==> src/rtl/addr_busy_arb.sv <==
module addr_busy_arb #(
  parameter int AW        = 10,
  parameter bit IS_MASTER = 1'b1
) (
  input  logic          clk,
  input  logic          rst_n,
  input  logic          left_en_n,
  input  logic          left_wr_n,
  input  logic [AW-1:0] left_addr,
  input  logic          left_busy_in_n,
  input  logic          right_en_n,
  input  logic          right_wr_n,
  input  logic [AW-1:0] right_addr,
  input  logic          right_busy_in_n,
  output logic          left_busy_n,
  output logic          right_busy_n,
  output logic          left_wr_ok,
  output logic          right_wr_ok
);
  typedef enum logic [1:0] {OWN_NONE, OWN_LEFT, OWN_RIGHT} owner_e;

  owner_e        owner_q, owner_d;
  logic          l_act_q, r_act_q;
  logic [AW-1:0] l_addr_q, r_addr_q;

  wire l_act = ~left_en_n;
  wire r_act = ~right_en_n;
  wire hit   = l_act & r_act & (left_addr == right_addr);
  wire l_new = l_act & (~l_act_q | (left_addr  != l_addr_q));
  wire r_new = r_act & (~r_act_q | (right_addr != r_addr_q));

  always_comb begin
    if (!hit)                   owner_d = OWN_NONE;
    else if (l_new && r_new)    owner_d = OWN_LEFT;
    else if (l_new)             owner_d = OWN_RIGHT;
    else if (r_new)             owner_d = OWN_LEFT;
    else if (owner_q == OWN_NONE) owner_d = OWN_LEFT;
    else                        owner_d = owner_q;
  end

  always_ff @(posedge clk or negedge rst_n) begin
    if (!rst_n) begin
      owner_q  <= OWN_NONE;
      l_act_q  <= 1'b0;
      r_act_q  <= 1'b0;
      l_addr_q <= '0;
      r_addr_q <= '0;
    end else begin
      owner_q  <= owner_d;
      l_act_q  <= l_act;
      r_act_q  <= r_act;
      l_addr_q <= left_addr;
      r_addr_q <= right_addr;
    end
  end

  wire l_lose = IS_MASTER & rst_n & (owner_d == OWN_RIGHT);
  wire r_lose = IS_MASTER & rst_n & (owner_d == OWN_LEFT);

  assign left_busy_n  = ~l_lose;
  assign right_busy_n = ~r_lose;

  assign left_wr_ok  = rst_n & l_act & ~left_wr_n  & ~l_lose & left_busy_in_n;
  assign right_wr_ok = rst_n & r_act & ~right_wr_n & ~r_lose & right_busy_in_n;
endmodule


==> config.mk <==
export PLATFORM = sky130hd
export DESIGN_NAME = addr_busy_arb
export DESIGN_NICKNAME = d
export VERILOG_FILES = /design/src/rtl/addr_busy_arb.sv
export SDC_FILE = /design/constraint.sdc
export NUM_CORES = 1
export LEC_CHECK = 0
export ABC_AREA = 0
export BUFFER_PORTS_ARGS = -buffer_cell sky130_fd_sc_hd__buf_4
export CAP_MARGIN = 0
export CORE_ASPECT_RATIO = 1.1
export CORE_UTILIZATION = 38
export DETAILED_ROUTE_END_ITERATION = 12
export PLACE_DENSITY = 0.66
export SLEW_MARGIN = 0
export SYNTH_ARGS = -nofsm -noshare
export SYNTH_HDL_FRONTEND = slang
export SYNTH_SLANG_ARGS = --single-unit
==> constraint.sdc <==
create_clock -name clk -period 3.3 [get_ports clk]
set_clock_uncertainty 0.05 [all_clocks]
set_input_delay 0.66 -clock clk [delete_from_list [all_inputs] [get_ports clk]]
set_output_delay 0.66 -clock clk [all_outputs]
set_load 0.02 [all_outputs]
Yosys cells after proc, flatten, opt, wreduce, memory -nomap -nowiden
Cells that the tools add are included.
- register bits: 24
- logic and storage cells: 41
- bits of input ports: 28
- output and inout bits: 4
- equality and inequality tests: 5
- multiplexer cells: 5
- reductions and logical operators: 2
- bitwise logic cells: 24
- operators with widths (cell ; number):
    inequality test 10 bit ; 2
    bitwise AND 1 bit ; 14
    == test 10 bit ; 1
    2-to-1 mux 2 bit ; 5
    NOT 1 bit ; 8
    == test 2 x 1 -> 1 bit (second input constant) ; 1
    == test 2 bit (second input constant) ; 1
    logical NOT 2 bit ; 1
    OR 1 bit ; 2
    logical AND 1 bit ; 1

Depth between registers and ports, before layout
Gate-level depths: netlist of run 1.
- depth after elaboration: 12
- gate-level depth with buffers: 5

Worst setup path after synthesis of run 1
No wires, ideal clock.
- kind: in2out
- start point: input port right_addr[8]
- end point: output port right_wr_ok
- slack: 941 ps
- stages on the path: 4
- buffers on the path: 0
- data arrival time: 1649 ps
- required time: 2590 ps
- cells stage by stage: xnor2_1 -> nand4_1 -> or4_1 -> o22ai_2
- cells in the longest elaborated chain, start to end: 12
- ends and longest elaborated chain (what ; RTL line ; RTL):
    start: declaration ; 13 ; input logic [AW-1:0] right_addr,
    inequality test 10 bit ; 30 ; wire r_new = r_act & (~r_act_q | (right_addr != r_addr_q));
    OR 1 bit ; 30 ;
    bitwise AND 1 bit ; 30 ;
    2-to-1 mux 2 bit ; 36 ; else if (r_new) owner_d = OWN_LEFT;
    2-to-1 mux 2 bit ; 35 ; else if (l_new) owner_d = OWN_RIGHT;
    2-to-1 mux 2 bit ; 34 ; else if (l_new && r_new) owner_d = OWN_LEFT;
    2-to-1 mux 2 bit * ; 33 ; if (!hit) owner_d = OWN_NONE;
    == test 2 x 1 -> 1 bit * ; 58 ; wire r_lose = IS_MASTER & rst_n & (owner_d == OWN_LEFT);
    bitwise AND 1 bit * ; 58 ;
    NOT 1 bit * ; 64 ; assign right_wr_ok = rst_n & r_act & ~right_wr_n & ~r_lose & right_busy_in_n;
    bitwise AND 1 bit * (2 in a row) ; 64 ;
    end: declaration ; 18 ; output logic right_wr_ok
Mark *: on every way between the ends. The rest lies on a longest branch, timed or not.

Final worst setup path of run 1
- start point: input port right_addr[1]
- end point: output port right_wr_ok
The elaborated chain is that of the path after synthesis.

==> results of run 1 <==
worst max-delay path: cells and delay by family:
kind / cells / cell delay [ns]
xor+xnor: 1 / 0.14
buf+inv: 2 / 0.29
simple gates: 2 / 0.67
compound gates: 1 / 0.14
where the power goes:
group          total, mW  switching [mW]  internal, mW
clock network      0.153          0.0860        0.0675
logic             0.0927          0.0417        0.0510
registers          0.314         0.00594         0.308
Yosys cell counts, drive strengths merged:
library cell and number:
a21boi 1, a21oi 1, a22o 1, dfrtp 24, inv 5, nand3 3, nand4 8, nor2 3
nor3 3, nor3b 1, nor4 1, o211ai 1, o21a 1, o21bai 1, o22ai 2, or2 1
or4 1, xnor2 27, xor2 3
path summary, 6_finish.rpt:
check / slack (ns) / from / end
min in group clk: 0.42 / right_addr[3] / r_addr_q[3]$_DFF_PN0_
hold reg to reg: 0.70 / owner_q[1]$_DFF_PN0_ / owner_q[1]$_DFF_PN0_
hold / removal: 0.28 / rst_n / l_addr_q[5]$_DFF_PN0_
setup / recovery: 0.70 / right_addr[1] / right_wr_ok
max in group asynchronous: 2.68 / rst_n / r_act_q$_DFF_PN0_
setup reg to reg: 1.87 / r_addr_q[1]$_DFF_PN0_ / owner_q[1]$_DFF_PN0_
flip-flops by register name (all words and copies together) (netlist names):
register,flops
r_act_q,1
l_addr_q,10
owner_q,2
r_addr_q,10
l_act_q,1
stage by stage:
step           std cells  power (mW)  instance area, um^2  util [%]  worst slack (ns)
2_1_floorplan         88       0.361                 1070         -             0.941
3_3_place_gp         151       0.412                 1350      52.0             0.675
3_5_place_dp         151       0.414                 1350      52.0             0.676
4_1_cts              155       0.571                 1380      53.4             0.673
5_1_grt              155       0.585                 1380      53.4             0.594
6_report             155       0.560                 1380      53.4             0.697
logic make-up (layout without fill, tap and decap cells):
kind of cell,count (synthesis),after routing,synth area share [%]
buf+inv,5,41,1.76
xor+xnor,30,30,24.6
flops,24,24,56.2
simple gates,21,21,11.6
compound gates,8,8,5.86
layout make-up:
cell class	instances	area share, %
Clock buffer	4	2.62
Multi-Input combinational cell	59	32.5
Tap cell	31	2.80
Timing Repair Buffer	32	17.4
Sequential cell	24	43.4
Inverter	5	1.36
metal layers:
| layer | vias up | GRT usage [%] |
|---|---|---|
| met5 | - | 0 |
| met4 | 0 | 6.77 |
| met3 | 4 | 3.15 |
| met2 | 20 | 23.0 |
| met1 | 336 | 20.2 |
| li1 | 371 | - |
==> impl_metrics.yaml, run 1 <==
timing:
  finalCriticalPeriod_ns: 2.60
  period_share_pct: 78.9
  setup_viol: 0
  timing.hold.ws_ns: 0.277
  fmax_mhz: 384
  worst_pin_slew_ns: 0.333
  slew_headroom_pct: 77.7
  finalHoldViolations: 0
  finalMaxSlewViolations: 0
  rsz0062_at_grt: "no"
  setup_tns_ns: 0
critical_path:
  critical_path_arrival_ns: 1.89
  max_stage_delay_ns: 0.55
  crit_path_start_kind: "input port"
  cp_common_cell: "buf_4"
  reg2regPathDepth: 5
  end_kind: "primary output"
  crit_path_top_delay_cell: "or4_1"
  path_cells: "buf_4, xnor2_1, nand3_1, or4_1, o22ai_2, buf_4"
  crit_type: "input port to primary output"
  critical_path_required_ns: 2.59
  crit_fanout: 3
grt:
  grt_use_total_pct: 14.9
  grt_pass1_wl_um: 3200
  gr-total-overflow: 0
  grt_antenna_before_repair: 0
  grt_pass1_vias: 740
  grt_max_degree: 28
power:
  leakagePower_nw: 0.587
  ir_drop_uv: 240
  power_per_cell_area_nw_per_um2: 404
drt:
  first_pass_iters: 2
  drtAntennaViolNets: 0
  vias: 731
  routed-wl-met3_um: 74
  vias_per_cell: 4.72
  wirelength_um: 1980
  met1_length_um: 922
  top_layer: "met4"
  dr_wl_met2_um: 943
  drc_errors: 0
  drtIter0Drc: 3
  wl_per_cell_um: 12.8
clock_network:
  cts_tree: "done"
  clkTransAtPathRegs_ns: 0.12
  ctsResizeCount: 0
  htree_levels: 1
  cts_root_buffer: "clkbuf_4"
  cts_hold_buf: 0
  clk_latency_ns: 0.31
  cts_buffer_depth: 2
  cts.sink_count: 24
  cts_buffers: 3
  post-cts-setup-buffer-count: 0
final_layout:
  fill_cells: 244
  drive_gt1_share_pct: 31.5
  layout_common_cells: "buf_4, xnor2_1, dfrtp_1"
  multiInputGateArea_um2: 449
  seq_area_um2: 601
  diodes: 0
  fin_nets: 153
  layout_commonest_cell: "buf_4"
  area_growth_pct: 29.5
placement:
  gp_congestion: 0.698
  portBuffers: 31
  place_hpwl_um: 1580
floorplan:
  dieArea_um2: 3030
  rows: 19
  ios: 32
  start_util_pct: 41.2
  core_um2: 2590
  fp.dieH_um: 57.6
  die_w_um: 52.6
synthesis:
  yosys-top-cells-area: "dfrtp_1, xnor2_1, nand4_1, xor2_1, inv_1"
  synth.distinct_cells: 21
  syn_inst: 88
  synth_top_area_share_pct: 56.2
  ys_warn_count: 0
  yosysSeqAreaShare_pct: 56.2
  syn-num-nets: 116
  synth-seq-cells: 24
  synth_area_per_cell_um2: 12.1
  netlist_area_um2: 1070
  synth_area_leader_cell: "dfrtp_1"
run:
  maxCapViolations: 0
outcome:
  outcome: "complete, no violations"
min_path:
  hold_path_class: "input port to asynchronous set/reset pin"
Power figures use the tool's default switching activity.
==> inputs of run 2 (changes only) <==
==> constraint.sdc (replaced) <==
create_clock -name clk -period 2.6 [get_ports clk]
set_clock_uncertainty 0.05 [all_clocks]
set_input_delay 0.52 -clock clk [delete_from_list [all_inputs] [get_ports clk]]
set_output_delay 0.52 -clock clk [all_outputs]
set_load 0.02 [all_outputs]
==> run 2 against run 1 <==
Die area is the same. Sequential power grew 27%. Sequential share of layout area shrank 0.23 points. Non-clock buffer count grew 1. Critical path type is now flop to primary output. Critical endpoint unchanged. Largest cell class unchanged.
==> impl_metrics.yaml, run 2 (same netlist as run 1, synthesis figures left out) <==
outcome:
  outcome: "complete, no violations"
drt:
  drc_errors: 0
  drtIter0Drc: 7
  top_layer: "met4"
  drtAntennaViolNets: 0
  wirelength_um: 2020
  routed-wl-met3_um: 72
  vias: 763
  dr_wl_met2_um: 1020
  vias_per_cell: 4.89
  met1_length_um: 908
  wl_per_cell_um: 12.9
  first_pass_iters: 4
grt:
  grt_pass1_wl_um: 3350
  gr-total-overflow: 0
  grt_antenna_before_repair: 0
  grt_max_degree: 28
  grt_pass1_vias: 770
  grt_use_total_pct: 15.4
critical_path:
  critical_path_arrival_ns: 1.85
  end_kind: "primary output"
  crit_fanout: 2
  max_stage_delay_ns: 0.54
  crit_path_top_delay_cell: "or4_1"
  crit_path_start_kind: "flop"
  path_cells: "xnor2_1, nand4_1, or4_1, o22ai_2, buf_4"
  critical_path_required_ns: 2.03
  crit_type: "flop to primary output"
final_layout:
  area_growth_pct: 30.2
  layout_common_cells: "buf_4, xnor2_1, dfrtp_1"
  diodes: 0
  drive_gt1_share_pct: 32.0
  reg.largest.list: "l_addr_q (10), r_addr_q (10), owner_q (2)"
  fin_nets: 154
  layout_commonest_cell: "buf_4"
  fin_cells: 156
power:
  leakagePower_nw: 0.592
  total_power_uw: 710
  ir_drop_uv: 353
  power_per_cell_area_nw_per_um2: 511
floorplan:
  start_util_pct: 41.2
  die_w_um: 52.6
  core_um2: 2590
  dieArea_um2: 3030
  rows: 19
  ios: 32
  fp.dieH_um: 57.6
placement:
  portBuffers: 31
  placedCellCount: 152
  gp_congestion: 0.771
  place_hpwl_um: 1610
timing:
  finalHoldViolations: 0
  slew_headroom_pct: 78.3
  rsz0062_at_grt: "no"
  worst_pin_slew_ns: 0.325
  finalCriticalPeriod_ns: 2.42
  fmax_mhz: 413
  finalMaxSlewViolations: 0
  period_share_pct: 93.1
  setup_viol: 0
  setup_tns_ns: 0
clock_network:
  clkTransAtPathRegs_ns: 0.13
  htree_levels: 1
  cts_root_buffer: "clkbuf_4"
  cts_tree: "done"
  cts_hold_buf: 0
  cts_buffers: 3
  clk_latency_ns: 0.31
  ctsResizeCount: 0
  cts_buffer_depth: 2
  cts.sink_count: 24
  post-cts-setup-buffer-count: 0
min_path:
  hold_path_class: "input port to asynchronous set/reset pin"
run:
  maxCapViolations: 0
-- run 2: changes by cell type in the layout (fill, tap and decap cells not counted) --
cell | before | now
buf_4 | 32 | 33
-- run 2: path summary, 6_finish.rpt --
path / start / cells after the start / endpoint / slack, ns
hold reg to reg: r_act_q$_DFF_PN0_ / 4 / owner_q[1]$_DFF_PN0_ / 0.70
hold / removal: rst_n / 2 / l_addr_q[2]$_DFF_PN0_ / 0.14
setup reg to reg: r_addr_q[8]$_DFF_PN0_ / 5 / owner_q[1]$_DFF_PN0_ / 1.16
min in group clk: right_addr[2] / 1 / r_addr_q[2]$_DFF_PN0_ / 0.28
setup / recovery: r_addr_q[8]$_DFF_PN0_ / 5 / right_wr_ok / 0.18
max in group asynchronous: rst_n / 2 / l_act_q$_DFF_PN0_ / 2.11
-- run 2: critical path: cells and delay by family (launching register included) --
kind / cells / cell delay, ns
simple gates: 2 / 0.69
buf+inv: 1 / 0.16
flops: 1 / 0.40
xor+xnor: 1 / 0.17
compound gates: 1 / 0.13
-- run 2: final cells by class --
cell class	count	area (um^2)
Inverter	5	18.8
Fill cell	242	1200
Multi-Input combinational cell	59	449
Sequential cell	24	601
Timing Repair Buffer	33	248
Tap cell	31	38.8
Clock buffer	4	36.3
-- run 2: metal layers --
layer | GRT usage, % | vias up
li1 | - | 374
met1 | 20.7 | 365
met2 | 24.6 | 22
met3 | 3.15 | 2
met4 | 5.64 | 0
met5 | 0 | -
-- run 2: where the power goes --
part           internal (mW)  switching, mW
combinational         0.0648         0.0537
clock                 0.0854          0.109
sequential             0.390        0.00745
-- run 2: stage by stage --
stage	setup WS (ns)	instance area, um^2	utilization (%)	hold WS [ns]
after global placement	0.253	1360	52.3	0.495
final	0.180	1390	53.7	0.140
after global routing	0.0632	1390	53.7	0.157
after CTS	0.158	1390	53.7	0.149
after detailed placement	0.250	1360	52.3	0.500
after floorplan	0.521	1070	-	0.174
==> inputs of run 3 (changes only) <==
==> constraint.sdc (replaced) <==
create_clock -name clk -period 2.6 [get_ports clk]
set_clock_uncertainty 0.05 [all_clocks]
set_input_delay 0.13 -clock clk [delete_from_list [all_inputs] [get_ports clk]]
set_output_delay 0.13 -clock clk [all_outputs]
set_load 0.02 [all_outputs]
==> run 3 against run 2 <==
Non-clock buffer count up 21. Critical endpoint is now right_busy_n. Final cell count up 13%. Maximum frequency grew 13%. Count of clock-buffer cells in the layout unchanged. Power increased by 3.6%. Largest power group unchanged. Sequential share of layout area is 5.8 points lower. Core utilization is 8.3 points higher. Worst hold slack improved by 0.050 ns.
==> impl_metrics.yaml, run 3 (same netlist as run 1, synthesis figures left out) <==
outcome:
  outcome: "complete, no violations"
drt:
  wl_per_cell_um: 13.6
  wirelength_um: 2410
  vias_per_cell: 4.88
  drc_errors: 0
  drtAntennaViolNets: 0
  first_pass_iters: 4
  drtIter0Drc: 6
  vias: 864
critical_path:
  cp_common_cell: "buf_4"
  regToRegSetupSlack_ns: 1.09
  crit_fanout: 3
  critical_path_required_ns: 2.42
  reg2regPathDepth: 5
  crit_type: "input port to primary output"
  crit_start: "right_addr[9]"
  end_kind: "primary output"
  crit_path_start_kind: "input port"
  critical_path_arrival_ns: 1.96
  max_stage_delay_ns: 0.55
  r2r-end: "owner_q[1]$_DFF_PN0_"
  path_cells: "dlygate4sd3_1, buf_4, xnor2_1, nand4_1, nor3_1, nor2_1, o211ai_1, buf_4"
  crit_path_top_delay_cell: "dlygate4sd3_1"
  r2r_start: "r_addr_q[8]$_DFF_PN0_"
timing:
  fmax_mhz: 468
  slew_headroom_pct: 74.3
  worst_slack_ns: 0.464
  setup_viol: 0
  setup_tns_ns: 0
  rsz0062_at_grt: "no"
  finalMaxSlewViolations: 0
  worst_pin_slew_ns: 0.383
  finalCriticalPeriod_ns: 2.14
  period_share_pct: 82.2
  finalHoldViolations: 0
floorplan:
  fp.dieH_um: 57.6
  start_util_pct: 41.2
  rows: 19
  dieArea_um2: 3030
  core_um2: 2590
  die_w_um: 52.6
  ios: 32
clock_network:
  clkTransAtPathRegs_ns: 0.12
  cts_buffer_depth: 2
  cts_root_buffer: "clkbuf_4"
  htree_levels: 1
  ctsResizeCount: 0
  cts_buffers: 3
  cts.sink_count: 24
  clk_latency_ns: 0.31
  cts_tree: "done"
grt:
  grt_pass1_wl_um: 4130
  grt_use_total_pct: 19.0
  gr-total-overflow: 0
  grt_pass1_vias: 951
  grt_antenna_before_repair: 0
  grt_max_degree: 29
final_layout:
  layout_common_cells: "buf_4, xnor2_1, dfrtp_1"
  diodes: 0
  reg.largest.list: "l_addr_q (10), r_addr_q (10), owner_q (2)"
  layout_commonest_cell: "buf_4"
  fill_cells: 211
  drive_gt1_share_pct: 26.0
  area_growth_pct: 50.4
  multiInputGateArea_um2: 449
  fin_nets: 175
  seq_area_um2: 601
min_path:
  hold_path_class: "input port to asynchronous set/reset pin"
power:
  leakagePower_nw: 0.678
  power_per_cell_area_nw_per_um2: 458
  ir_drop_uv: 336
placement:
  place_hpwl_um: 1640
  gp_congestion: 0.698
  portBuffers: 31
  dp_slack_ns: 0.900
run:
  maxCapViolations: 0
[run 3: final cells by class]
class | instances | area share [%]
flip-flops and latches | 24 | 37.4
repair buffers | 54 | 28.8
multi-input cells | 59 | 28.0
well taps | 31 | 2.41
clock buffers | 4 | 2.26
inverters | 5 | 1.17
[run 3: stage by stage]
step                hold slack (ns)  instances  cell area [um^2]  total power, mW  util [%]
CTS                           0.194        177              1610            0.746      62.0
detailed placement          0.00916        150              1340            0.525      51.7
floorplan                    -0.216         88              1070            0.459         -
global placement            0.00392        150              1340            0.522      51.7
global route                  0.221        177              1610            0.776      62.0
finish                        0.190        177              1610            0.736      62.0
[run 3: critical path, delay by kind of cell]
family | cells | cell delay [ns]
buf+inv | 3 | 0.87
simple gates | 3 | 0.59
compound gates | 1 | 0.20
xor+xnor | 1 | 0.16
[run 3: timing repair]
| action | 4_1_cts | 5_1_grt |
|---|---|---|
| hold buffers | 23 | 0 |
| endpoints found under the hold margin | 46 | 0 |
| buffers inserted | 0 | 0 |
[run 3: how the worst max path moves through the flow]
stage	depth (start not counted)	endpoint
final	8	right_busy_n
after global placement	5	right_wr_ok
after detailed placement	5	right_wr_ok
after floorplan	4	right_wr_ok
after global routing	8	right_busy_n
after CTS	7	right_wr_ok
[run 3: routing by layer]
layer | vias to the layer above | part of all wire (%) | GRT usage [%]
met3 | 6 | 3.3 | 1.84
li1 | 421 | - | -
met5 | - | 0 | 0
met1 | 411 | 39 | 22.6
met2 | 26 | 55 | 33.6
met4 | 0 | 2.5 | 9.02
[run 3: where the power goes]
| part | leakage [nW] | switching [mW] | internal [mW] |
|---|---|---|---|
| Sequential | 0.284 | 0.00757 | 0.390 |
| Clock | 0.0210 | 0.106 | 0.0856 |
| Combinational | 0.372 | 0.0597 | 0.0863 |
| Total | 0.678 | 0.173 | 0.562 |
